===== config.mk =====
export PLATFORM = sky130hd
export DESIGN_NAME = rxErrAccum
export DESIGN_NICKNAME = d
export VERILOG_FILES = /design/src/rtl/rxErrPkg.sv /design/src/rtl/rxErrCtrl.sv /design/src/rtl/rxErrData.sv /design/src/rtl/rxErrAccum.sv
export SDC_FILE = /design/constraint.sdc
export NUM_CORES = 1
export LEC_CHECK = 0
export ABC_AREA = 1
export BUFFER_PORTS_ARGS = -buffer_cell sky130_fd_sc_hd__buf_2
export CAP_MARGIN = 20
export CELL_PAD_IN_SITES_DETAIL_PLACEMENT = 0
export CELL_PAD_IN_SITES_GLOBAL_PLACEMENT = 1
export CORE_AREA = 8 8 138 237
export CTS_CLUSTER_SIZE = 8
export DETAILED_ROUTE_END_ITERATION = 10
export DIE_AREA = 0 0 146 245
export PLACE_DENSITY = 0.63
export SLEW_MARGIN = 5
export SYNTH_ARGS = -nofsm -noshare
export SYNTH_HDL_FRONTEND = slang
export SYNTH_HIERARCHICAL = 1
export SYNTH_SLANG_ARGS = --single-unit

===== constraint.sdc =====
create_clock -name clk -period 6.85 [get_ports clk]
set_clock_uncertainty 0.15 [all_clocks]
set_input_delay 1.0275 -clock clk [delete_from_list [all_inputs] [get_ports clk]]
set_output_delay 1.0275 -clock clk [all_outputs]
set_load 0.03 [all_outputs]

===== src/rtl/rxErrPkg.sv =====
package rxErrPkg;
  localparam int ERR_W = 3;
  localparam int ERR_PARITY = 0;
  localparam int ERR_FRAMING = 1;
  localparam int ERR_OVERRUN = 2;
  localparam logic [4:0] CMD_EARLY_ACC = 5'b01101;
  localparam logic [4:0] CMD_CLR_STATUS = 5'b01011;

  typedef struct packed {
    logic flush;
    logic wrEn;
    logic accPush;
    logic accNextHead;
    logic accHeadPush;
    logic setOverrun;
    logic clrStatus;
  } ctrlStrobeT;
endpackage


===== src/rtl/rxErrCtrl.sv =====
module rxErrCtrl
  import rxErrPkg::*;
#(
  parameter int DEPTH = 16,
  localparam int PTR_W = $clog2(DEPTH),
  localparam int CNT_W = $clog2(DEPTH + 1)
) (
  input  logic             clk,
  input  logic             rstN,
  input  logic             rxReset,
  input  logic             pushValid,
  input  logic             popReq,
  input  logic             cmdValid,
  input  logic [4:0]       cmdCode,
  output ctrlStrobeT       strobe,
  output logic [PTR_W-1:0] wrPtr,
  output logic [PTR_W-1:0] rdPtr,
  output logic             empty,
  output logic             full,
  output logic             earlyMode
);
  logic [CNT_W-1:0] count;
  logic popOk, pushOk;

  assign empty  = (count == '0);
  assign full   = (count == CNT_W'(DEPTH));
  assign popOk  = popReq & ~empty;
  assign pushOk = pushValid & (~full | popOk);

  always_comb begin
    strobe.flush       = rxReset;
    strobe.wrEn        = pushOk & ~rxReset;
    strobe.accPush     = earlyMode & pushOk;
    strobe.accNextHead = ~earlyMode & popOk & (count > CNT_W'(1));
    strobe.accHeadPush = ~earlyMode & pushOk &
                         (empty | (popOk & (count == CNT_W'(1))));
    strobe.setOverrun  = pushValid & ~pushOk;
    strobe.clrStatus   = cmdValid & (cmdCode == CMD_CLR_STATUS);
  end

  always_ff @(posedge clk or negedge rstN) begin
    if (!rstN) begin
      wrPtr <= '0;
      rdPtr <= '0;
      count <= '0;
      earlyMode <= 1'b0;
    end else if (rxReset) begin
      wrPtr <= '0;
      rdPtr <= '0;
      count <= '0;
      earlyMode <= 1'b0;
    end else begin
      if (pushOk) wrPtr <= wrPtr + PTR_W'(1);
      if (popOk)  rdPtr <= rdPtr + PTR_W'(1);
      count <= count + CNT_W'(pushOk) - CNT_W'(popOk);
      if (cmdValid && cmdCode == CMD_EARLY_ACC) earlyMode <= 1'b1;
    end
  end

  AST_NO_OVERFLOW: assert property (@(posedge clk) disable iff (!rstN)
    count <= CNT_W'(DEPTH));
  AST_EARLY_HOLD: assert property (@(posedge clk) disable iff (!rstN)
    (earlyMode && !rxReset) |=> earlyMode);
  AST_FULL_DROP: assert property (@(posedge clk) disable iff (!rstN)
    (full && pushValid && !popReq && !rxReset) |=> (full && $stable(wrPtr)));
  AST_POP_EMPTY: assert property (@(posedge clk) disable iff (!rstN)
    (empty && !pushValid && !rxReset) |=> (empty && $stable(rdPtr)));
  AST_RX_RESET: assert property (@(posedge clk) disable iff (!rstN)
    rxReset |=> (empty && !earlyMode));
endmodule


===== src/rtl/rxErrData.sv =====
module rxErrData
  import rxErrPkg::*;
#(
  parameter int DEPTH = 16,
  parameter int DATA_W = 8,
  localparam int PTR_W = $clog2(DEPTH),
  localparam int ENT_W = DATA_W + ERR_W
) (
  input  logic              clk,
  input  logic              rstN,
  input  ctrlStrobeT        strobe,
  input  logic [PTR_W-1:0]  wrPtr,
  input  logic [PTR_W-1:0]  rdPtr,
  input  logic [DATA_W-1:0] pushData,
  input  logic [ERR_W-1:0]  pushErr,
  output logic [DATA_W-1:0] headData,
  output logic [ERR_W-1:0]  headErr,
  output logic [ERR_W-1:0]  errStatus
);
  logic [ENT_W-1:0] mem [DEPTH];
  logic [ENT_W-1:0] nextEntry;
  logic [ERR_W-1:0] newBits;

  always_ff @(posedge clk) begin
    if (strobe.wrEn) mem[wrPtr] <= {pushErr, pushData};
  end

  assign {headErr, headData} = mem[rdPtr];
  assign nextEntry = mem[rdPtr + PTR_W'(1)];

  always_comb begin
    newBits = '0;
    if (strobe.accPush)     newBits = newBits | pushErr;
    if (strobe.accHeadPush) newBits = newBits | pushErr;
    if (strobe.accNextHead) newBits = newBits | nextEntry[ENT_W-1 -: ERR_W];
    if (strobe.setOverrun)  newBits[ERR_OVERRUN] = 1'b1;
  end

  always_ff @(posedge clk or negedge rstN) begin
    if (!rstN) errStatus <= '0;
    else if (strobe.flush) errStatus <= '0;
    else errStatus <= (strobe.clrStatus ? '0 : errStatus) | newBits;
  end

  AST_STATUS_STICKY: assert property (@(posedge clk) disable iff (!rstN)
    (!strobe.clrStatus && !strobe.flush) |=>
      ((errStatus & $past(errStatus)) == $past(errStatus)));
  AST_OVERRUN_FLAG: assert property (@(posedge clk) disable iff (!rstN)
    (strobe.setOverrun && !strobe.flush) |=> errStatus[ERR_OVERRUN]);
  AST_STROBE_EXCL: assert property (@(posedge clk) disable iff (!rstN)
    $onehot0({strobe.accPush, strobe.accHeadPush | strobe.accNextHead}));
endmodule


===== src/rtl/rxErrAccum.sv =====
module rxErrAccum
  import rxErrPkg::*;
#(
  parameter int DEPTH = 16,
  parameter int DATA_W = 8,
  localparam int PTR_W = $clog2(DEPTH)
) (
  input  logic              clk,
  input  logic              rstN,
  input  logic              rxReset,
  input  logic              pushValid,
  input  logic [DATA_W-1:0] pushData,
  input  logic [2:0]        pushErr,
  input  logic              popReq,
  input  logic              cmdValid,
  input  logic [4:0]        cmdCode,
  output logic [DATA_W-1:0] headData,
  output logic [2:0]        headErr,
  output logic              empty,
  output logic              full,
  output logic [2:0]        errStatus,
  output logic              earlyMode
);
  ctrlStrobeT strobe;
  logic [PTR_W-1:0] wrPtr, rdPtr;

  rxErrCtrl #(.DEPTH(DEPTH)) uCtrl (
    .clk(clk), .rstN(rstN), .rxReset(rxReset), .pushValid(pushValid),
    .popReq(popReq), .cmdValid(cmdValid), .cmdCode(cmdCode),
    .strobe(strobe), .wrPtr(wrPtr), .rdPtr(rdPtr),
    .empty(empty), .full(full), .earlyMode(earlyMode)
  );

  rxErrData #(.DEPTH(DEPTH), .DATA_W(DATA_W)) uData (
    .clk(clk), .rstN(rstN), .strobe(strobe), .wrPtr(wrPtr), .rdPtr(rdPtr),
    .pushData(pushData), .pushErr(pushErr), .headData(headData),
    .headErr(headErr), .errStatus(errStatus)
  );
endmodule


==> flow_metrics.env <==
export IMPL_synth_cells=793
export IMPL_ir_worst_vdd_mv=0.165
export IMPL_p_per_area_nw_per_um2=336
export IMPL_combPwrFrac_pct=29.0
export IMPL_tns_ps=0
export IMPL_cts_tree="built"
export IMPL_synthArstFlopShare_pct=8.81
export IMPL_p_leak_nw=3.55
export IMPL_synth_distinct_cells=33
export IMPL_slew_headroom_pct=28.0
export IMPL_cts_sinks=193
export IMPL_p_switching_mw=1.18
export IMPL_vias=5971
export IMPL_place_congestion=0.771
export IMPL_max_freq_ghz=0.226
export IMPL_setup_ws_ps=2430
export IMPL_port_buffers=38
export IMPL_rsz0062_at_grt="no"
export IMPL_required_ps=5670
export IMPL_synth_warning_count=6
export IMPL_drt_iter0_drc=420
export IMPL_setup_worst_path_class="reg -> out"
export IMPL_placementRows=84
export IMPL_num_nets_final=848
export IMPL_fin_crit_ps=4420
export IMPL_grt_overflow=0
export IMPL_fillers=3038
export IMPL_placed_cell_area_um2=9250
export IMPL_setup_viol=0
export IMPL_synth_seq_cells=193
export IMPL_core_um2=29600
export IMPL_area_delta_synth_final_pct=12.6
export IMPL_cts_root_buffer="clkbuf_16"
export IMPL_detail_route_wl_per_cell_um=19.0
export IMPL_drcViolationCount=0
export IMPL_dp_cells=1183
export IMPL_cts_buffers=17
export IMPL_synth_seq_area_share_pct=65.4
export IMPL_slew_viol_final=0
export IMPL_io_pins=39
export IMPL_stdcell_count=1215
export IMPL_drtAntennaViolNets=0
export IMPL_insertion_delay_ps=440
export IMPL_pwr_share_clk_pct=29.5
export IMPL_hold_viol=0
export IMPL_crit_path_end_kind="primary output"
export IMPL_drive_gt1_share_pct=12.6
export IMPL_grt_max_degree=94
export IMPL_arrival_ps=3250
export IMPL_htreeDepth=4
export IMPL_synth_main_ff_cell="edfxtp_1"
export IMPL_crit_path_start_kind="flip-flop"
export IMPL_synth_edf_count=176
export IMPL_diodes=0
export IMPL_grt_pass1_wl_um=35200
export IMPL_hold_class="in -> async"
export IMPL_status="finished clean"
export IMPL_die_area_um2=35800
export IMPL_dp_slack_ps=2870
export IMPL_max_cap_viol_count=0
export IMPL_grtUsageTotal_pct=13.1
export IMPL_power_total_mw=3.30
export IMPL_cts_hold_buf=0
export IMPL_postCtsResizedCells=0
export IMPL_worstMarginPinSlew_ps=1080
export IMPL_clk_pin_slew_ps=70
export IMPL_grt_pass1_vias=5973
export IMPL_die_h_um=245
export IMPL_path_max_fanout=69
export IMPL_syn_num_nets=826
export IMPL_cts_path_max_buffers=2
export IMPL_power_share_switching_pct=35.9
export IMPL_first_pass_iters=5
export IMPL_antenna_found_initial=0
export IMPL_dp_hpwl_um=14000
export IMPL_final_area_um2=9830
export IMPL_p_int_mw=2.11
export IMPL_avgSynthCellArea_um2=11.0
export IMPL_seq_power_share_pct=41.5
export IMPL_fp_dieW_um=146
export IMPL_vias_per_cell=4.91
export IMPL_initial_core_util_pct=29.4
export IMPL_period_share_pct=64.6
export IMPL_syn_area_um2=8730
export IMPL_cts_setup_buffers=0
export IMPL_totalWireLength_um=23000
[critical path, stage by stage, from the launching register on]
cell and delay, ps:
dfrtp_4 630, inv_2 520, buf_4 670, o21ai_0 180, o221ai_1 270, o211ai_1 130
nand2_1 130, buf_2 210
[cells in the mapped netlist (2+ instances only)]
| cell | instances | area share (%) |
|---|---|---|
| a21oi_1 | 34 | 1.9 |
| buf_1 | 4 | 0.17 |
| buf_2 | 8 | 0.46 |
| buf_4 | 5 | 0.43 |
| buf_6 | 8 | 1.0 |
| clkbuf_1 | 20 | 0.86 |
| dfrtp_1 | 17 | 4.9 |
| edfxtp_1 | 176 | 61 |
| ha_1 | 10 | 1.4 |
| inv_1 | 67 | 2.9 |
| inv_2 | 4 | 0.17 |
| nand2_1 | 92 | 4.0 |
| nand2_2 | 2 | 0.14 |
| nand2_4 | 2 | 0.26 |
| nand3_1 | 82 | 4.7 |
| nand3_4 | 2 | 0.40 |
| nand3b_1 | 4 | 0.34 |
| nand4_1 | 8 | 0.57 |
| nor2_1 | 99 | 4.3 |
| nor2_4 | 2 | 0.26 |
| nor3_1 | 2 | 0.11 |
| o211ai_1 | 8 | 0.69 |
| o21ai_0 | 90 | 5.2 |
| o21ai_1 | 6 | 0.34 |
| o221ai_1 | 24 | 2.4 |
| o22ai_1 | 8 | 0.57 |
| xor2_1 | 3 | 0.30 |
[stage by stage]
step	utilization [%]	hold WS [ps]
2_1_floorplan	-	399
3_3_place_gp	31.2	406
3_5_place_dp	31.2	417
4_1_cts	33.2	349
5_1_grt	33.2	377
6_report	33.2	361
[kinds of logic after synthesis]
group	after synthesis	share of synthesized area (%)
adders and majority gates	11	1.66
and+or+nand+nor	297	15.2
xor gates and xnor gates	4	0.401
DFF	193	65.4
buffers and inverters	117	6.11
AOI/OAI and AO/OA	171	11.2
[worst paths after layout]
| check | startpoint | to | slack (ps) | cells after the start |
|---|---|---|---|---|
| setup / recovery | uCtrl/rdPtr[0]$_DFFE_PN0P_ | headData[3] | 2430 | 7 |
| hold / removal | rstN | uCtrl/count[0]$_DFF_PN0_ | 360 | 1 |
| setup reg to reg | uCtrl/rdPtr[0]$_DFFE_PN0P_ | uData/errStatus[0]$_DFF_PN0_ | 3950 | 9 |
| hold reg to reg | uData/errStatus[1]$_DFF_PN0_ | uData/errStatus[1]$_DFF_PN0_ | 420 | 2 |
| max in group asynchronous | rstN | uCtrl/rdPtr[0]$_DFFE_PN0P_ | 5860 | 1 |
| min in group clk | uData/errStatus[1]$_DFF_PN0_ | uData/errStatus[1]$_DFF_PN0_ | 420 | 2 |
[flip-flops by register name (all words and copies together) (netlist names)]
| register | flops |
|---|---|
| uCtrl/wrPtr | 4 |
| uCtrl/count | 5 |
| uData/errStatus | 3 |
| uData/mem | 176 |
| uCtrl/earlyMode | 1 |
| uCtrl/rdPtr | 4 |
[cells in the final DEF, fill, tap and decap left out, types with 2 or more instances in the layout]
cell type,count
a21oi_1,34
buf_2,38
buf_4,10
clkbuf_16,17
clkinv_1,2
clkinv_4,2
clkinvlp_4,2
dfrtp_1,16
edfxtp_1,176
ha_1,10
inv_1,66
inv_2,5
inv_6,4
inv_8,3
nand2_1,92
nand2_2,2
nand2_4,2
nand3_1,82
nand3_4,2
nand3b_1,4
nand4_1,8
nor2_1,89
nor2_2,10
nor2_4,2
nor3_1,2
o211ai_1,8
o21ai_0,90
o21ai_1,6
o221ai_1,24
o22ai_1,8
xor2_1,3
[power by group through the flow]
stage / Sequential [mW] / Clock [mW] / Combinational [mW]
2_1_floorplan: 1.39 / 0 / 0.709
5_1_grt: 1.37 / 1.05 / 1.06
4_1_cts: 1.37 / 1.00 / 0.974
3_5_place_dp: 1.39 / 0 / 0.972
3_3_place_gp: 1.39 / 0 / 0.970
6_report: 1.37 / 0.973 / 0.956
[cell type report]
class	instances	area (um2)	share of cell area [%]
flip-flops and latches	193	5710	58.2
multi-input cells	483	2510	25.5
well taps	387	484	4.93
clock buffers	17	425	4.33
inverters	72	275	2.80
repair buffers	48	265	2.70
clock inverters	15	151	1.54
[layer usage]
metal / vias to the layer above / routed length (um) / GRT usage (%)
li1: 2860 / - / -
met1: 2955 / 8930 / 13.8
met2: 120 / 12600 / 24.5
met3: 36 / 788 / 2.25
met4: 0 / 711 / 6.85
met5: - / 0 / 0
Note: power is estimated with default switching activity, not from simulation.
